<file path="src/rtl/sram_pkg.sv">
package sram_pkg;
   // Decoded command sampled at an enabled edge
   typedef enum logic [1:0] {
      OP_NONE  = 2'd0,
      OP_READ  = 2'd1,
      OP_WRITE = 2'd2
   } sram_op_e;
endpackage

</file>
<file path="src/rtl/sram_ctrl.sv">
module sram_ctrl
   import sram_pkg::*;
#(
   parameter int ADDR_W = 6,
   parameter int BYTES  = 4
) (
   input  logic              clk_i,
   input  logic              rst_ni,
   input  logic              clk_en_ni,
   input  logic              sel1_ni,
   input  logic              sel2_i,
   input  logic              sel3_ni,
   input  logic              sleep_i,
   input  logic              wr_ni,
   input  logic [BYTES-1:0]  byte_wr_ni,
   input  logic [ADDR_W-1:0] addr_i,
   input  logic              out_en_ni,
   output logic              commit_o,
   output logic [ADDR_W-1:0] commit_addr_o,
   output logic [BYTES-1:0]  commit_mask_o,
   output logic              rd_load_o,
   output logic              bypass_o,
   output logic              drive_o
);
   logic              adv;
   logic              selected;
   sram_op_e          op;
   logic              pend_v;
   logic [ADDR_W-1:0] pend_addr;
   logic [BYTES-1:0]  pend_mask;
   logic              drv_q;

   assign adv      = ~clk_en_ni;
   assign selected = ~sel1_ni & sel2_i & ~sel3_ni & ~sleep_i;

   always_comb begin
      if (!selected)  op = OP_NONE;
      else if (wr_ni) op = OP_READ;
      else            op = OP_WRITE;
   end

   always_ff @(posedge clk_i or negedge rst_ni) begin
      if (!rst_ni) begin
         pend_v    <= 1'b0;
         pend_addr <= '0;
         pend_mask <= '0;
         drv_q     <= 1'b0;
      end else if (adv) begin
         pend_v <= (op == OP_WRITE);
         if (op == OP_WRITE) begin
            pend_addr <= addr_i;
            pend_mask <= ~byte_wr_ni;
         end
         drv_q <= (op == OP_READ);
      end
   end

   assign commit_o      = adv & pend_v;
   assign commit_addr_o = pend_addr;
   assign commit_mask_o = pend_mask;
   assign rd_load_o     = adv & (op == OP_READ);
   assign bypass_o      = commit_o & (pend_addr == addr_i);
   assign drive_o       = drv_q & ~out_en_ni;
endmodule

</file>
<file path="src/rtl/sram_array.sv">
module sram_array #(
   parameter int ADDR_W = 6,
   parameter int BYTES  = 4,
   parameter int LANE_W = 9
) (
   input  logic                    clk_i,
   input  logic                    wr_en_i,
   input  logic [BYTES-1:0]        wr_mask_i,
   input  logic [ADDR_W-1:0]       wr_addr_i,
   input  logic [BYTES*LANE_W-1:0] wr_word_i,
   input  logic [ADDR_W-1:0]       rd_addr_i,
   output logic [BYTES*LANE_W-1:0] rd_word_o
);
   localparam int DEPTH = 1 << ADDR_W;

   // One storage column per byte lane; each lane holds data plus parity
   for (genvar k = 0; k < BYTES; k++) begin : g_lane
      logic [LANE_W-1:0] lane_mem [DEPTH];

      always_ff @(posedge clk_i) begin
         if (wr_en_i && wr_mask_i[k])
            lane_mem[wr_addr_i] <= wr_word_i[k*LANE_W +: LANE_W];
      end

      assign rd_word_o[k*LANE_W +: LANE_W] = lane_mem[rd_addr_i];
   end
endmodule

</file>
<file path="src/rtl/sram_rdpath.sv">
module sram_rdpath #(
   parameter int BYTES  = 4,
   parameter int LANE_W = 9
) (
   input  logic                    clk_i,
   input  logic                    rst_ni,
   input  logic                    load_i,
   input  logic                    bypass_i,
   input  logic [BYTES-1:0]        mask_i,
   input  logic [BYTES*LANE_W-1:0] wr_word_i,
   input  logic [BYTES*LANE_W-1:0] arr_word_i,
   output logic [BYTES*LANE_W-1:0] rd_word_o
);
   logic [BYTES*LANE_W-1:0] merged;

   // Per-lane forwarding of a write committing on this same edge
   for (genvar k = 0; k < BYTES; k++) begin : g_merge
      assign merged[k*LANE_W +: LANE_W] = (bypass_i && mask_i[k]) ?
         wr_word_i[k*LANE_W +: LANE_W] : arr_word_i[k*LANE_W +: LANE_W];
   end

   always_ff @(posedge clk_i or negedge rst_ni) begin
      if (!rst_ni)     rd_word_o <= '0;
      else if (load_i) rd_word_o <= merged;
   end
endmodule

</file>
<file path="src/rtl/sram_bytewr.sv">
module sram_bytewr #(
   parameter int ADDR_W = 6,
   parameter int BYTES  = 4,
   parameter int BYTE_W = 8
) (
   input  logic                    clk_i,
   input  logic                    rst_ni,
   input  logic                    clk_en_ni,
   input  logic                    sel1_ni,
   input  logic                    sel2_i,
   input  logic                    sel3_ni,
   input  logic                    sleep_i,
   input  logic                    wr_ni,
   input  logic [BYTES-1:0]        byte_wr_ni,
   input  logic [ADDR_W-1:0]       addr_i,
   input  logic                    out_en_ni,
   input  logic [BYTES*BYTE_W-1:0] wdata_i,
   input  logic [BYTES-1:0]        wpar_i,
   output logic [BYTES*BYTE_W-1:0] rdata_o,
   output logic [BYTES-1:0]        rpar_o,
   output logic                    bus_drive_o
);
   localparam int LANE_W = BYTE_W + 1;
   localparam int WORD_W = BYTES * LANE_W;

   if (ADDR_W < 1 || ADDR_W > 12) begin : g_bad_addr_w
      $error("sram_bytewr: ADDR_W out of range 1..12");
   end
   if (BYTES < 1 || BYTES > 16) begin : g_bad_bytes
      $error("sram_bytewr: BYTES out of range 1..16");
   end
   if (BYTE_W < 1) begin : g_bad_byte_w
      $error("sram_bytewr: BYTE_W must be positive");
   end

   logic              commit;
   logic [ADDR_W-1:0] commit_addr;
   logic [BYTES-1:0]  commit_mask;
   logic              rd_load;
   logic              bypass;
   logic [WORD_W-1:0] wr_word;
   logic [WORD_W-1:0] arr_word;
   logic [WORD_W-1:0] rd_word;

   // Pack and unpack lanes: {parity, data byte}
   for (genvar k = 0; k < BYTES; k++) begin : g_pack
      assign wr_word[k*LANE_W +: LANE_W] = {wpar_i[k], wdata_i[k*BYTE_W +: BYTE_W]};
      assign rdata_o[k*BYTE_W +: BYTE_W] = rd_word[k*LANE_W +: BYTE_W];
      assign rpar_o[k]                   = rd_word[k*LANE_W + BYTE_W];
   end

   sram_ctrl #(.ADDR_W(ADDR_W), .BYTES(BYTES)) u_ctrl (
      .clk_i         (clk_i),
      .rst_ni        (rst_ni),
      .clk_en_ni     (clk_en_ni),
      .sel1_ni       (sel1_ni),
      .sel2_i        (sel2_i),
      .sel3_ni       (sel3_ni),
      .sleep_i       (sleep_i),
      .wr_ni         (wr_ni),
      .byte_wr_ni    (byte_wr_ni),
      .addr_i        (addr_i),
      .out_en_ni     (out_en_ni),
      .commit_o      (commit),
      .commit_addr_o (commit_addr),
      .commit_mask_o (commit_mask),
      .rd_load_o     (rd_load),
      .bypass_o      (bypass),
      .drive_o       (bus_drive_o)
   );

   sram_array #(.ADDR_W(ADDR_W), .BYTES(BYTES), .LANE_W(LANE_W)) u_array (
      .clk_i     (clk_i),
      .wr_en_i   (commit),
      .wr_mask_i (commit_mask),
      .wr_addr_i (commit_addr),
      .wr_word_i (wr_word),
      .rd_addr_i (addr_i),
      .rd_word_o (arr_word)
   );

   sram_rdpath #(.BYTES(BYTES), .LANE_W(LANE_W)) u_rdpath (
      .clk_i      (clk_i),
      .rst_ni     (rst_ni),
      .load_i     (rd_load),
      .bypass_i   (bypass),
      .mask_i     (commit_mask),
      .wr_word_i  (wr_word),
      .arr_word_i (arr_word),
      .rd_word_o  (rd_word)
   );
endmodule

</file>
<file path="config.mk">
export PLATFORM = sky130hd
export DESIGN_NAME = sram_bytewr
export DESIGN_NICKNAME = d
export VERILOG_FILES = /design/src/rtl/sram_pkg.sv /design/src/rtl/sram_ctrl.sv /design/src/rtl/sram_array.sv /design/src/rtl/sram_rdpath.sv /design/src/rtl/sram_bytewr.sv
export SDC_FILE = /design/constraint.sdc
export NUM_CORES = 2
export LEC_CHECK = 0
export BUFFER_PORTS_ARGS = -buffer_cell sky130_fd_sc_hd__buf_2
export CAP_MARGIN = 5
export CORE_MARGIN = 3
export CORE_UTILIZATION = 64
export CTS_CLUSTER_SIZE = 8
export DETAILED_ROUTE_END_ITERATION = 12
export GPL_TIMING_DRIVEN = 0
export MAX_ROUTING_LAYER = met4
export PLACE_DENSITY = 0.8
export SYNTH_ARGS = -nofsm -noshare
export SYNTH_HDL_FRONTEND = slang
export SYNTH_SLANG_ARGS = --single-unit
</file>
<file path="constraint.sdc">
create_clock -name clk_i -period 4.6 [get_ports clk_i]
set_input_delay 0.69 -clock clk_i [delete_from_list [all_inputs] [get_ports clk_i]]
set_output_delay 0.69 -clock clk_i [all_outputs]
set_load 0.005 [all_outputs]
</file>
==> impl_metrics.tcl <==
set metrics [dict create \
    cp_cell_sequence "buf_2, and2_1, clkbuf_1, clkbuf_1, clkbuf_1, a22oi_1, a21oi_1, nor4_1, o21ai_0, o21a_1" \
    post_cts_buffers 0 \
    status "finished, violations left" \
    clk_path_buf_depth 4 \
    rsz0062_at_grt "false" \
    tightest_slew_ns 1.64 \
    endpoint_kind "flop" \
    hold_path_class "in -> reg" \
    violations "DRC, capacitance limit, slew limit, setup timing" \
    synth_edf_count 2304 \
    clk_latency_ns 0.96 \
    grt_max_degree 66 \
    final_layout_size_suffix_gt1_frac 0.243 \
    clkSlewWorstSetupHoldPaths_ns 0.05 \
    fin_util 0.736 \
    syn_area_per_cell_sq_um 21.3 \
    synth_seq_area_share 0.778 \
    synthCells 4253 \
    synth.area.top_cells "edfxtp_1 (76%), mux4_2 (14%), a22oi_1 (1.9%)" \
    slew_violations 77 \
    finalCriticalPeriod_ns 5.03 \
    ys_types 52 \
    dieArea_sq_um 146000 \
    clockRootBuffer "clkbuf_16" \
    critical_path_class "in -> reg" \
    ys_ff_latch 2352 \
    grt_pass1_wl_mm 411 \
    vdd_ir_drop_max_mv 0.411 \
    syn-cell-area_sq_um 90500 \
    synthFlopType "edfxtp_1" \
    dr.pass1.iters 13 \
    netlist.area_leader.share 0.764 \
    dieHeight_um 382 \
    vias_per_cell 7.88 \
    ant_nets 0 \
    rows 137 \
    numCtsBuffers 344 \
    drc_errors 2 \
    wl_per_cell_um 44.6 \
    drt_wl_total_mm 300 \
    area_growth_pct 13.9 \
    setup_violations 7 \
    start_util 0.646 \
    cts_tree "built" \
    p_leak_nw 32.3 \
    critical_path.max_stage_delay_ns 1.08 \
    synth_nets 4308 \
    place_ws_ns -0.678 \
    track_usage 0.429 \
    grt_pass1_vias 51991 \
    vias 53119 \
    finalClockSkew_ns 0.0720 \
    path_max_fanout 10 \
    fin_crit_sh 1.09 \
    htreeDepth 5 \
    numPortBuffers 88 \
    maxCapViolCount 6 \
    core_region_area_sq_um 140000 \
    finalHoldViolations 0 \
    power_density_nw_per_um2 474 \
    setup_ws_ns -0.432 \
    gp_congestion 1.11 \
    timing.fmax_mhz 199 \
    slew_headroom -0.125 \
    cts_sinks 2352 \
    fp.dieW_um 382 \
    ys_async_sr_fraction 0.0204 \
    required_ns 5.49 \
    drt-initial-drc-count 11267 \
    antenna_found_initial 32 \
    crit_arrival_ns 5.92 \
    crit_top_cell "clkbuf_1" \
    crit_path_top_delay_cell "o21ai_0" \
    dp_hpwl_mm 183 \
    start_kind "input port" \
    grt_overflow_total 0 \
    fin_nets 4770 \
    io_pins 92 \
    synth_area_leader_cell "edfxtp_1" \
    yosysWarnings 0 \
]
## cells by family (layout without fill, tap and decap cells)
group / count (synthesis) / in the layout / share of synthesized area
buffers and inverters: 265 / 832 / 0.0149
DFF: 2352 / 2352 / 0.778
muxes: 628 / 628 / 0.147
other: 0 / 41 / 0
xor gates and xnor gates: 6 / 6 / 0.000581
and+or+nand+nor: 507 / 507 / 0.0243
AOI/OAI and AO/OA: 495 / 495 / 0.0357
## worst paths after layout
check                              start                           endpoint  slack, ns  cells past startpoint
setup reg to reg           u_ctrl.pend_v  u_array.g_lane[3].lane_mem[32][6]       0.40                      6
min in group asynchronous         rst_ni             u_rdpath.rd_word_o[11]       0.31                      3
setup / recovery               addr_i[3]             u_rdpath.rd_word_o[34]      -0.43                     10
hold / removal               wdata_i[18]  u_array.g_lane[2].lane_mem[44][2]       0.19                      1
hold reg to reg             u_ctrl.drv_q                       u_ctrl.drv_q       0.49                      2
max in group asynchronous         rst_ni             u_rdpath.rd_word_o[21]       3.89                      3
## stage by stage
stage,TNS [ns],instances,total power [mW],hold slack [ns],cell area [sq um]
floorplan,0,4253,25.3,0.394,90500
global placement,-7.50,6217,26.6,0.457,93300
detailed placement,-7.25,6227,26.7,0.467,93500
CTS,0,6684,48.5,0.300,103000
global route,0,6725,49.6,0.176,103000
finish,-0.963,6737,48.9,0.191,103000
## placed cells by master, fill, tap and decap left out, types with 11 or more instances in the layout
master        n
mux2i_1      38
nand3_1      17
nor4_1       21
clkbuf_16   348
o21a_1       20
diode_2      41
or4_1        12
a21oi_1     159
mux2_2       33
mux4_2      557
buf_6        26
buf_4        51
o21ai_1      12
buf_2       118
edfxtp_1   2304
a22oi_1     234
buf_1        40
nand2_1     110
o22ai_1      24
dfrtp_1      48
nor2b_1      11
o21ai_0      19
clkbuf_1    213
nor3_1       17
nor2_1      279
## power breakdown
group | total, mW | internal (mW) | switching (mW)
registers | 23.8 | 23.7 | 0.136
clock network | 22.4 | 13.6 | 8.82
logic | 2.72 | 0.832 | 1.89
total | 48.9 | 38.1 | 10.9
## worst max-delay path: cells and delay by family
family	cells	cell delay (ns)
compound gates	4	2.42
buf+inv	4	2.41
simple gates	2	0.37
## layout make-up
| type | count | area, sq um |
|---|---|---|
| clock buffers | 441 | 9060 |
| multi-input cells | 1636 | 18800 |
| flip-flops and latches | 2352 | 70400 |
| clock inverters | 10 | 113 |
| diodes | 41 | 103 |
| plain buffers | 264 | 1360 |
| inverters | 1 | 3.75 |
| repair buffers | 116 | 923 |
| fillers | 7262 | 36900 |
| well taps | 1876 | 2350 |
## metal layers
metal | vias to the layer above | track usage | share of wire
met3 | 1536 | 0.209 | 0.18
li1 | 18701 | - | -
met1 | 26427 | 0.510 | 0.30
met4 | 0 | 0.269 | 0.084
met2 | 6455 | 0.588 | 0.43
met5 | - | - | 0
## repair_timing
| action | 4_1_cts | 5_1_grt |
|---|---|---|
| hold buffers | 6 | 0 |
| setup endpoints to repair | 0 | 4 |
| resized for setup | 0 | 5 |
| hold endpoints to repair | 54 | 0 |
## registers in the layout (all words and copies together) (netlist names)
name	flops
u_ctrl.commit_addr_o	6
u_array.g_lane.lane_mem	2304
u_rdpath.rd_word_o	36
u_ctrl.commit_mask_o	4
u_ctrl.pend_v	1
u_ctrl.drv_q	1
## synth_stat cells, drive strengths merged, types with 4 or more instances
cell / count
edfxtp: 2304
mux4: 557
nor2: 281
a22oi: 234
a21oi: 159
buf: 141
clkbuf: 123
nand2: 110
dfrtp: 48
mux2i: 38
mux2: 33
o21ai: 31
o22ai: 24
nor3: 21
nor4: 21
o21a: 20
nand3: 17
or4: 12
nor2b: 11
a211oi: 8
nand2b: 8
nor3b: 6
xnor2: 6
and3: 4
Note: power is estimated with default switching activity, not from simulation.
